### config.mk
export PLATFORM = sky130hd
export DESIGN_NAME = sm_rx_master
export DESIGN_NICKNAME = d
export VERILOG_FILES = /design/src/rtl/sm_rx_pkg.sv /design/src/rtl/sm_rx_div.sv /design/src/rtl/sm_rx_seq.sv /design/src/rtl/sm_rx_hold.sv /design/src/rtl/sm_rx_master.sv
export SDC_FILE = /design/constraint.sdc
export NUM_CORES = 1
export LEC_CHECK = 0
export ABC_AREA = 1
export BUFFER_PORTS_ARGS = -buffer_cell sky130_fd_sc_hd__buf_2
export CELL_PAD_IN_SITES_DETAIL_PLACEMENT = 1
export CELL_PAD_IN_SITES_GLOBAL_PLACEMENT = 2
export CORE_UTILIZATION = 28
export CTS_CLUSTER_SIZE = 20
export DETAILED_ROUTE_END_ITERATION = 16
export PLACE_DENSITY = 0.86
export SLEW_MARGIN = 25
export SYNTH_ARGS = -nofsm -noshare
export SYNTH_HDL_FRONTEND = slang
export SYNTH_SLANG_ARGS = --single-unit
### constraint.sdc
create_clock -name clk -period 1.45 [get_ports clk]
set_input_delay 0.145 -clock clk [delete_from_list [all_inputs] [get_ports clk]]
set_output_delay 0.145 -clock clk [all_outputs]
set_load 0.02 [all_outputs]
### src/rtl/sm_rx_pkg.sv
package sm_rx_pkg;
  typedef enum logic {
    ST_IDLE,
    ST_RUN
  } seq_st_t;
endpackage

### src/rtl/sm_rx_div.sv
module sm_rx_div #(
  parameter int DIV_W = 8
) (
  input  logic             clk,
  input  logic             rst,
  input  logic             run,
  input  logic [DIV_W-1:0] div,
  output logic             tick
);
  logic [DIV_W-1:0] cnt;

  assign tick = run && (cnt == div);

  always_ff @(posedge clk) begin
    if (rst || !run) cnt <= '0;
    else if (tick)   cnt <= '0;
    else             cnt <= cnt + 1'b1;
  end


  half_len_chk: assert property (@(posedge clk) disable iff (rst)
    (run && $past(run) && $stable(div)) |-> (cnt <= div));
endmodule

### src/rtl/sm_rx_seq.sv
module sm_rx_seq
  import sm_rx_pkg::*;
#(
  parameter int DATA_W = 8
) (
  input  logic            clk,
  input  logic            rst,
  input  logic            go,
  input  logic            cpol,
  input  logic            nine,
  input  logic            tick,
  input  logic            sdat,
  output logic            run,
  output logic            sclk,
  output logic            done,
  output logic [DATA_W:0] word
);
  localparam int HALVES = 2 * (DATA_W + 1);
  localparam int HW     = $clog2(HALVES);
  localparam logic [HW-1:0] LAST_WIDE   = HW'(HALVES - 1);
  localparam logic [HW-1:0] LAST_NARROW = HW'(2 * DATA_W - 1);

  seq_st_t         st;
  logic [HW-1:0]   hk;
  logic [HW-1:0]   nxt;
  logic [DATA_W:0] shreg;
  logic            nlvl;
  logic            last_hit;

  assign nxt      = hk + 1'b1;
  assign nlvl     = ~nxt[0] ^ cpol;
  assign last_hit = (hk == (nine ? LAST_WIDE : LAST_NARROW));
  assign run      = (st == ST_RUN);
  assign word     = nine ? shreg : {1'b0, shreg[DATA_W:1]};

  always_ff @(posedge clk) begin
    if (rst) begin
      st    <= ST_IDLE;
      hk    <= '0;
      sclk  <= 1'b0;
      done  <= 1'b0;
      shreg <= '0;
    end else begin
      done <= 1'b0;
      unique case (st)
        ST_IDLE: begin
          sclk <= cpol;
          hk   <= '0;
          if (go && !done) begin
            st   <= ST_RUN;
            sclk <= ~cpol;
            if (cpol) shreg <= {sdat, shreg[DATA_W:1]};
          end
        end
        ST_RUN: begin
          if (!go) begin
            st   <= ST_IDLE;
            sclk <= cpol;
          end else if (tick) begin
            if (last_hit) begin
              st   <= ST_IDLE;
              sclk <= cpol;
              done <= 1'b1;
            end else begin
              hk   <= nxt;
              sclk <= nlvl;
              if (!nlvl) shreg <= {sdat, shreg[DATA_W:1]};
            end
          end
        end
      endcase
    end
  end


  half_index_chk: assert property (@(posedge clk) disable iff (rst)
    hk <= LAST_WIDE);


  run_needs_go_chk: assert property (@(posedge clk) disable iff (rst)
    !go |=> !run);
endmodule

### src/rtl/sm_rx_hold.sv
module sm_rx_hold #(
  parameter int DATA_W = 8
) (
  input  logic              clk,
  input  logic              rst,
  input  logic              done,
  input  logic [DATA_W:0]   word,
  input  logic              rd,
  input  logic              ie,
  input  logic              cont,
  output logic [DATA_W-1:0] data,
  output logic              bit9,
  output logic              flag,
  output logic              irq,
  output logic              ovr
);
  logic cont_q;
  logic flag_n;
  logic accept;
  logic clash;

  assign clash  = done && flag && !rd;
  assign accept = done && !clash;

  always_comb begin
    flag_n = flag;
    if (rd)     flag_n = 1'b0;
    if (accept) flag_n = 1'b1;
  end

  always_ff @(posedge clk) begin
    if (rst) begin
      cont_q <= 1'b0;
      flag   <= 1'b0;
      irq    <= 1'b0;
      ovr    <= 1'b0;
      data   <= '0;
      bit9   <= 1'b0;
    end else begin
      cont_q <= cont;
      flag   <= flag_n;
      irq    <= flag_n & ie;
      if (accept) begin
        data <= word[DATA_W-1:0];
        bit9 <= word[DATA_W];
      end
      if (clash)                ovr <= 1'b1;
      else if (cont_q && !cont) ovr <= 1'b0;
    end
  end


  held_word_chk: assert property (@(posedge clk) disable iff (rst)
    (flag && $past(flag) && !$past(rd)) |-> ($stable(data) && $stable(bit9)));


  irq_flag_chk: assert property (@(posedge clk) disable iff (rst)
    irq |-> flag);


  ovr_rise_chk: assert property (@(posedge clk) disable iff (rst)
    $rose(ovr) |-> flag);
endmodule

### src/rtl/sm_rx_master.sv
module sm_rx_master #(
  parameter int DATA_W = 8,
  parameter int DIV_W  = 8
) (
  input  logic              clk,
  input  logic              rst,
  input  logic              cfg_en,
  input  logic              cfg_cpol,
  input  logic              cfg_nine,
  input  logic              cfg_ie,
  input  logic [DIV_W-1:0]  cfg_div,
  input  logic              once_set,
  input  logic              cont_en,
  input  logic              rd_strobe,
  input  logic              sdat,
  output logic              sclk,
  output logic              once_busy,
  output logic [DATA_W-1:0] rx_data,
  output logic              rx_bit9,
  output logic              rx_flag,
  output logic              rx_irq,
  output logic              ovr_err
);
  logic            once_q;
  logic            go;
  logic            run;
  logic            tick;
  logic            done;
  logic [DATA_W:0] word;

  assign go        = cfg_en && (cont_en || once_q);
  assign once_busy = once_q;

  always_ff @(posedge clk) begin
    if (rst)                   once_q <= 1'b0;
    else if (once_set)         once_q <= 1'b1;
    else if (done && !cont_en) once_q <= 1'b0;
  end

  sm_rx_div #(.DIV_W(DIV_W)) u_div (
    .clk  (clk),
    .rst  (rst),
    .run  (run),
    .div  (cfg_div),
    .tick (tick)
  );

  sm_rx_seq #(.DATA_W(DATA_W)) u_seq (
    .clk  (clk),
    .rst  (rst),
    .go   (go),
    .cpol (cfg_cpol),
    .nine (cfg_nine),
    .tick (tick),
    .sdat (sdat),
    .run  (run),
    .sclk (sclk),
    .done (done),
    .word (word)
  );

  sm_rx_hold #(.DATA_W(DATA_W)) u_hold (
    .clk  (clk),
    .rst  (rst),
    .done (done),
    .word (word),
    .rd   (rd_strobe),
    .ie   (cfg_ie),
    .cont (cont_en),
    .data (rx_data),
    .bit9 (rx_bit9),
    .flag (rx_flag),
    .irq  (rx_irq),
    .ovr  (ovr_err)
  );


  once_drop_chk: assert property (@(posedge clk) disable iff (rst)
    (once_q && done && !cont_en && !once_set) |=> !once_q);


  rest_level_chk: assert property (@(posedge clk) disable iff (rst)
    (!run && !$past(run) && !$past(rst) && $stable(cfg_cpol)) |-> (sclk == cfg_cpol));
endmodule

==> flow_metrics.env, run 1 <==
export IMPL_outcome="finished clean"
export IMPL_rrSetupSlack_ns=0.01
export IMPL_diodes=0
export IMPL_cts_tree="built"
export IMPL_cp_startpoint="u_div.cnt[6]$_SDFF_PP0_"
export IMPL_final_min_clock_period_ns=1.44
export IMPL_synth_seq_cells=39
export IMPL_pin_count=32
export IMPL_crit_type="reg -> reg"
export IMPL_wl_um=5520
export IMPL_htreeDepth=2
export IMPL_layout_setup_ws_ns=0.00984
export IMPL_use_met3=0.0283
export IMPL_synth_top_cell_area_share=0.379
export IMPL_slew_headroom=0.718
export IMPL_critical_path_arrival_ns=1.63
export IMPL_synth_cells=296
export IMPL_yosysSeqAreaShare=0.379
export IMPL_mostFrequentLayoutCells="nand2_1 (66), inv_1 (35), buf_2 (31)"
export IMPL_core_area_mm2=0.00694
export IMPL_r2r_end="u_seq.shreg[0]$_SDFFE_PP0P_"
export IMPL_final_common_cell="nand2_1"
export IMPL_dp_slack_ns=-0.0343
export IMPL_cp_endpoint="u_seq.shreg[0]$_SDFFE_PP0P_"
export IMPL_gr_max_usage_layer="met2"
export IMPL_slew_violations=0
export IMPL_hold_class="in -> reg"
export IMPL_postCtsHoldBufs=0
export IMPL_route_vias_total=2051
export IMPL_clock_root_buffer="clkbuf_8"
export IMPL_grt_pass1_vias=1852
export IMPL_track_usage=0.142
export IMPL_cp_start_kind="register"
export IMPL_globalplace_congestion=0.792
export IMPL_fin_skew_ns=0.0152
export IMPL_fin_nets=373
export IMPL_cp_max_fo=4
export IMPL_drt_vias_per_instance=4.56
export IMPL_p_leak_nw=1.21
export IMPL_drtIter0Drc=87
export IMPL_timing_final_crit_share=0.993
export IMPL_fmax_mhz=694
export IMPL_synth_cell_types=27
export IMPL_synth_area_leaders="dfxtp_1 (38%), nand2_1 (14%), inv_1 (6.6%)"
export IMPL_worstPathRequired_ns=1.64
export IMPL_grt_start_max_net_pins=19
export IMPL_dieWidth_um=87.8
export IMPL_die_area_mm2=0.00771
export IMPL_reg2reg_from="u_div.cnt[6]$_SDFF_PP0_"
export IMPL_path_clk_slew_ns=0.09
export IMPL_final_util=0.397
export IMPL_drc=0
export IMPL_synth_warnings=0
export IMPL_die_h_um=87.8
export IMPL_grt_overflow=0
export IMPL_numCtsBuffers=5
export IMPL_endpoint_kind="register"
export IMPL_syn2layout_area_growth_pct=33.6
export IMPL_rr_worst_depth=11
export IMPL_rsz0062_at_grt="true"
export IMPL_wl_per_cell_um=12.3
export IMPL_worst_pin_slew_ns=0.422
export IMPL_setup_viol=0
export IMPL_initial_core_util=0.297
export IMPL_drive_gt1_frac=0.345
export IMPL_grt_met2_usage=0.221
export IMPL_drv_cap=0
export IMPL_antenna_found_initial=0
export IMPL_ant_nets=0
export IMPL_first_pass_iters=4
export IMPL_num_rows=30
export IMPL_ir_worst_vdd_mv=0.471
export IMPL_cts_sinks=39
export IMPL_yosysTopAreaCell="dfxtp_1"
export IMPL_dp_hpwl_um=3830
export IMPL_use_met1=0.194
export IMPL_finalHoldViolCount=0
export IMPL_p_per_area_mw_per_mm2=861
export IMPL_clock_latency_ns=0.30
export IMPL_syn_nets=316
export IMPL_grt_pass1_wl_um=8560
export IMPL_cts_path_max_buffers=2
export IMPL_postSynthAreaPerCell_um2=6.97
export IMPL_netlist_area_mm2=0.00206
export IMPL_io_buffers=31
[flip-flops by register name, indices dropped and copies added (netlist names)]
| name | flops |
|---|---|
| once_busy | 1 |
| u_div.cnt | 8 |
| u_hold.bit9 | 1 |
| u_hold.cont_q | 1 |
| u_hold.data | 8 |
| u_hold.flag | 1 |
| u_hold.irq | 1 |
| u_hold.ovr | 1 |
| u_seq.done | 1 |
| u_seq.hk | 5 |
| u_seq.run | 1 |
| u_seq.sclk | 1 |
| u_seq.shreg | 9 |
[power breakdown]
group	switching [W]	internal (W)
clock network	0.000412	0.000513
registers	0.0000323	0.00109
logic	0.000197	0.000123
[through the flow]
step / power [W] / TNS, ns / instance area (µm²) / instances / hold WS (ns)
global route: 0.00249 / -0.560 / 2760 / 450 / 0.0861
detailed placement: 0.00142 / -0.191 / 2400 / 433 / 0.394
finish: 0.00237 / 0 / 2760 / 450 / 0.0819
floorplan: 0.00133 / 0 / 2060 / 296 / 0.223
global placement: 0.00141 / 0 / 2400 / 433 / 0.395
CTS: 0.00235 / -0.0227 / 2530 / 441 / 0.0751
[critical path, cell delays in order (launching register included)]
cell and delay [ns]:
dfxtp_4 0.36, inv_2 0.03, nand2_1 0.06, nand2_2 0.06
inv_2 0.05, nand2_2 0.07, nor2_4 0.16, nand3_4 0.19
nand2_4 0.16, nand3_1 0.08, nand2_1 0.08, nor2_1 0.05
[metal layers]
| layer | wire, µm | up-vias |
|---|---|---|
| met2 | 2640 | 36 |
| met3 | 174 | 5 |
| met4 | 66 | 0 |
| li1 | - | 1050 |
| met5 | 0 | - |
| met1 | 2640 | 960 |
[what timing repair did]
action	in CTS	in global routing
gates resized for setup	3	44
pin swaps	0	11
gates cloned	0	3
setup endpoints to repair	14	24
setup buffers	0	6
[Yosys cell counts]
library cell,count
nand2_4,2
nand3b_1,2
inv_1,36
dfxtp_1,39
xnor2_1,2
buf_6,3
nor2_2,3
xor2_1,9
nand2_2,3
buf_2,1
o21ai_0,14
nor2_1,29
o211ai_1,1
inv_2,6
clkbuf_1,2
a21oi_1,15
clkinv_1,2
nand3_2,4
ha_1,2
nor4_1,1
nand3_1,22
a31oi_1,8
nor3b_1,2
nand2_1,77
o21ai_2,1
a21oi_2,9
clkbuf_8,1
[logic make-up (layout without fill, tap and decap cells)]
group	after synthesis	in the layout	share of synthesized area
AOI/OAI and AO/OA	48	48	0.141
xor gates and xnor gates	11	11	0.0467
adders and majority gates	2	2	0.0121
buffers and inverters	51	106	0.109
DFF	39	39	0.379
and+or+nand+nor	145	148	0.313
[worst min-delay path by stage]
stage / endpoint / start / slack, ns / depth (start not counted)
floorplan: u_seq.done$_SDFF_PP0_ / rst / 0.22 / 1
global placement: once_busy$_SDFFE_PP0P_ / once_set / 0.40 / 3
detailed placement: once_busy$_SDFFE_PP0P_ / once_set / 0.39 / 3
CTS: once_busy$_SDFFE_PP0P_ / once_set / 0.08 / 3
global route: once_busy$_SDFFE_PP0P_ / once_set / 0.09 / 3
finish: once_busy$_SDFFE_PP0P_ / once_set / 0.08 / 3
[area by class of cell]
| class | count | area (µm²) |
|---|---|---|
| fillers | 864 | 4190 |
| flip-flops and latches | 39 | 796 |
| clock buffers | 5 | 68.8 |
| well taps | 96 | 120 |
| inverters | 44 | 165 |
| multi-input cells | 209 | 1230 |
| repair buffers | 54 | 332 |
| clock inverters | 3 | 43.8 |
Power figures use the tool's default switching activity.
==> run 2, diff against run 1 <==
--- a/config.mk
+++ b/config.mk
@@ -5,15 +5,15 @@
 export SDC_FILE = /design/constraint.sdc
 export NUM_CORES = 1
 export LEC_CHECK = 0
-export ABC_AREA = 1
 export BUFFER_PORTS_ARGS = -buffer_cell sky130_fd_sc_hd__buf_2
 export CELL_PAD_IN_SITES_DETAIL_PLACEMENT = 1
 export CELL_PAD_IN_SITES_GLOBAL_PLACEMENT = 2
-export CORE_UTILIZATION = 28
+export CORE_UTILIZATION = 30
 export CTS_CLUSTER_SIZE = 20
 export DETAILED_ROUTE_END_ITERATION = 16
-export PLACE_DENSITY = 0.86
-export SLEW_MARGIN = 25
+export GPL_ROUTABILITY_DRIVEN = 0
+export PLACE_DENSITY = 0.85
+export SLEW_MARGIN = 40
 export SYNTH_ARGS = -nofsm -noshare
 export SYNTH_HDL_FRONTEND = slang
 export SYNTH_SLANG_ARGS = --single-unit
==> run 2 against run 1 <==
Against the previous run:
- the flow now finishes with violations (negative setup slack)
- sequential power shrank 4%
- synthesized area fell by 14%
- final cell count is 28% lower
- largest cell class unchanged
- largest power group unchanged
==> flow_metrics.env, run 2 <==
export IMPL_outcome="finished with violations"
export IMPL_violations="negative setup slack"
export IMPL_drt_vias_per_instance=4.84
export IMPL_synth_cell_types=41
export IMPL_track_usage=0.149
export IMPL_yosysSeqAreaShare=0.439
export IMPL_max_flop_register="u_seq.shreg"
export IMPL_ant_nets=0
export IMPL_crit_type="reg -> reg"
export IMPL_mostFrequentLayoutCells="buf_2 (31), dfxtp_1 (28), buf_4 (23)"
export IMPL_diodes=0
export IMPL_syn_nets=212
export IMPL_slew_headroom=0.644
export IMPL_rr_worst_depth=7
export IMPL_dp_hpwl_um=3090
export IMPL_synth_cells=192
export IMPL_finalHoldViolCount=0
export IMPL_fin_nets=269
export IMPL_layout_setup_ws_ns=-0.220
export IMPL_htreeDepth=2
export IMPL_synthTopCellsByCount="dfxtp_1 (39), nor2_1 (22), mux2i_1 (19)"
export IMPL_grt_overflow=0
export IMPL_die_h_um=79.0
export IMPL_clock_root_buffer="clkbuf_8"
export IMPL_setup_viol=25
export IMPL_grt_start_max_net_pins=19
export IMPL_yosys_most_used_dff="dfxtp_1"
export IMPL_wl_um=4410
export IMPL_drc=0
export IMPL_antenna_found_initial=0
export IMPL_cp_start_kind="register"
export IMPL_path_clk_slew_ns=0.08
export IMPL_worst_pin_slew_ns=0.529
export IMPL_hold_slack_ns=0.0409
export IMPL_numCtsBuffers=5
export IMPL_io_buffers=31
export IMPL_cts_sinks=39
export IMPL_yosysTopAreaCell="dfxtp_1"
export IMPL_place_area_mm2=0.00218
export IMPL_reg2reg_from="u_seq.hk[1]$_SDFFE_PP0P_"
export IMPL_grt_pass1_vias=1620
export IMPL_largest_register_ffs=9
export IMPL_core_area_mm2=0.00561
export IMPL_cts_tree="built"
export IMPL_timing_final_crit_share=1.15
export IMPL_final_area_mm2=0.00247
export IMPL_ir_worst_vdd_mv=0.457
export IMPL_first_pass_iters=4
export IMPL_cp_max_fo=5
export IMPL_route_vias_total=1559
export IMPL_fin_skew_ns=0.00768
export IMPL_wl_per_cell_um=13.7
export IMPL_drv_cap=0
export IMPL_postCtsHoldBufs=0
export IMPL_pin_count=32
export IMPL_synth_edff_count=0
export IMPL_syn2layout_area_growth_pct=38.8
export IMPL_synth_most_common_cell="dfxtp_1"
export IMPL_rsz0062_at_grt="true"
export IMPL_slew_violations=0
export IMPL_hold_class="in -> reg"
export IMPL_drtIter0Drc=40
export IMPL_synth_warnings=0
export IMPL_initial_core_util=0.317
export IMPL_rrSetupSlack_ns=-0.22
export IMPL_dieWidth_um=79.0
export IMPL_synth_async_reset_ratio=0
export IMPL_p_per_area_mw_per_mm2=882
export IMPL_grt_pass1_wl_um=7150
export IMPL_drive_gt1_frac=0.412
export IMPL_die_area_mm2=0.00624
export IMPL_num_rows=27
export IMPL_cts_path_max_buffers=2
export IMPL_netlist_area_mm2=0.00178
export IMPL_clock_latency_ns=0.30
export IMPL_p_leak_nw=1.05
export IMPL_worstPathRequired_ns=1.68
export IMPL_critical_path_arrival_ns=1.90
export IMPL_synth_area_leaders="dfxtp_1 (44%), mux2i_1 (11%), xor2_1 (6.9%)"
export IMPL_final_common_cell="buf_2"
export IMPL_r2r_end="u_seq.shreg[8]$_SDFFE_PP0P_"
export IMPL_cp_endpoint="u_seq.shreg[8]$_SDFFE_PP0P_"
export IMPL_endpoint_kind="register"
export IMPL_synth_top_cell_area_share=0.439
export IMPL_synth_seq_cells=39
export IMPL_postSynthAreaPerCell_um2=9.26
export IMPL_final_min_clock_period_ns=1.67
export IMPL_cp_startpoint="u_seq.hk[1]$_SDFFE_PP0P_"
export IMPL_fmax_mhz=599
export IMPL_top_regs="u_seq.shreg (9), u_div.cnt (8), u_hold.data (8)"
[run 2: changes by cell type after synthesis, moves of 8 or more]
cell,delta
o21ai_0,-10
a21oi_1,-9
mux2i_1,+19
nand2_1,-61
nand3_1,-15
inv_1,-30
a21oi_2,-9
a211oi_1,+8
[run 2: how the worst min path moves through the flow]
stage / startpoint / cells after the start / to / slack [ns]
2_1_floorplan: rst / 1 / u_hold.cont_q$_SDFF_PP0_ / 0.22
3_3_place_gp: cfg_ie / 2 / u_hold.irq$_SDFF_PP0_ / 0.35
3_5_place_dp: cfg_ie / 2 / u_hold.irq$_SDFF_PP0_ / 0.35
4_1_cts: cfg_ie / 2 / u_hold.irq$_SDFF_PP0_ / 0.04
5_1_grt: cfg_ie / 2 / u_hold.irq$_SDFF_PP0_ / 0.05
6_report: cfg_ie / 2 / u_hold.irq$_SDFF_PP0_ / 0.04
[run 2: cell families (layout without fill, tap and decap cells)]
family / count (synthesis) / in the layout / synth area share
AOI/OAI and AO/OA: 28 / 28 / 0.110
xor gates and xnor gates: 16 / 16 / 0.0788
adders and majority gates: 2 / 2 / 0.0141
buffers and inverters: 14 / 72 / 0.0303
DFF: 39 / 39 / 0.439
muxes: 19 / 19 / 0.107
and+or+nand+nor: 74 / 74 / 0.220
[run 2: area by class of cell]
cell class                 instances  area [µm²]
sequential                        39         795
inverter                           6        22.5
clock inverter                     3        43.8
timing repair buffer              58         373
multi-input combinational        139        1080
fill                             675        3140
tap                               72        90.1
clock buffer                       5        68.8
[run 2: metrics by stage]
stage | power [W] | TNS, ns | instances | utilization | worst slack, ns
3_5_place_dp | 0.00126 | -4.36 | 311 | 0.388 | -0.262
4_1_cts | 0.00220 | -2.22 | 322 | 0.426 | -0.214
2_1_floorplan | 0.00119 | -1.50 | 192 | - | -0.203
3_3_place_gp | 0.00126 | -2.42 | 311 | 0.388 | -0.173
6_report | 0.00218 | -2.73 | 322 | 0.440 | -0.220
5_1_grt | 0.00226 | -5.18 | 322 | 0.440 | -0.329
[run 2: power by group]
group	internal (W)	leakage, nW	total [W]	switching [W]
combinational	0.0000765	0.667	0.000165	0.0000890
clock	0.000512	0.0581	0.000924	0.000411
sequential	0.00108	0.321	0.00109	0.00000849
total	0.00167	1.05	0.00218	0.000509
[run 2: worst max-delay path, stage by stage, from the launching register on]
cell and delay (ns):
dfxtp_2 0.35, nor4bb_4 0.30, a2bb2oi_2 0.08, buf_4 0.16, buf_6 0.12, a32oi_4 0.26
buf_6 0.17, mux2i_1 0.18
[run 2: routing by layer]
metal,vias up,wire (µm),GRT usage
li1,778,-,-
met1,742,2070,0.171
met2,31,2060,0.259
met3,8,197,0.0437
met4,0,79,0.0545
met5,-,0,0
[run 2: what timing repair did]
action | CTS | global route
setup buffers | 2 | 0
setup endpoints to repair | 25 | 25
resized for setup | 23 | 19
pin swaps | 3 | 15
gates cloned | 1 | 0
hold endpoints to repair | 0 | 0
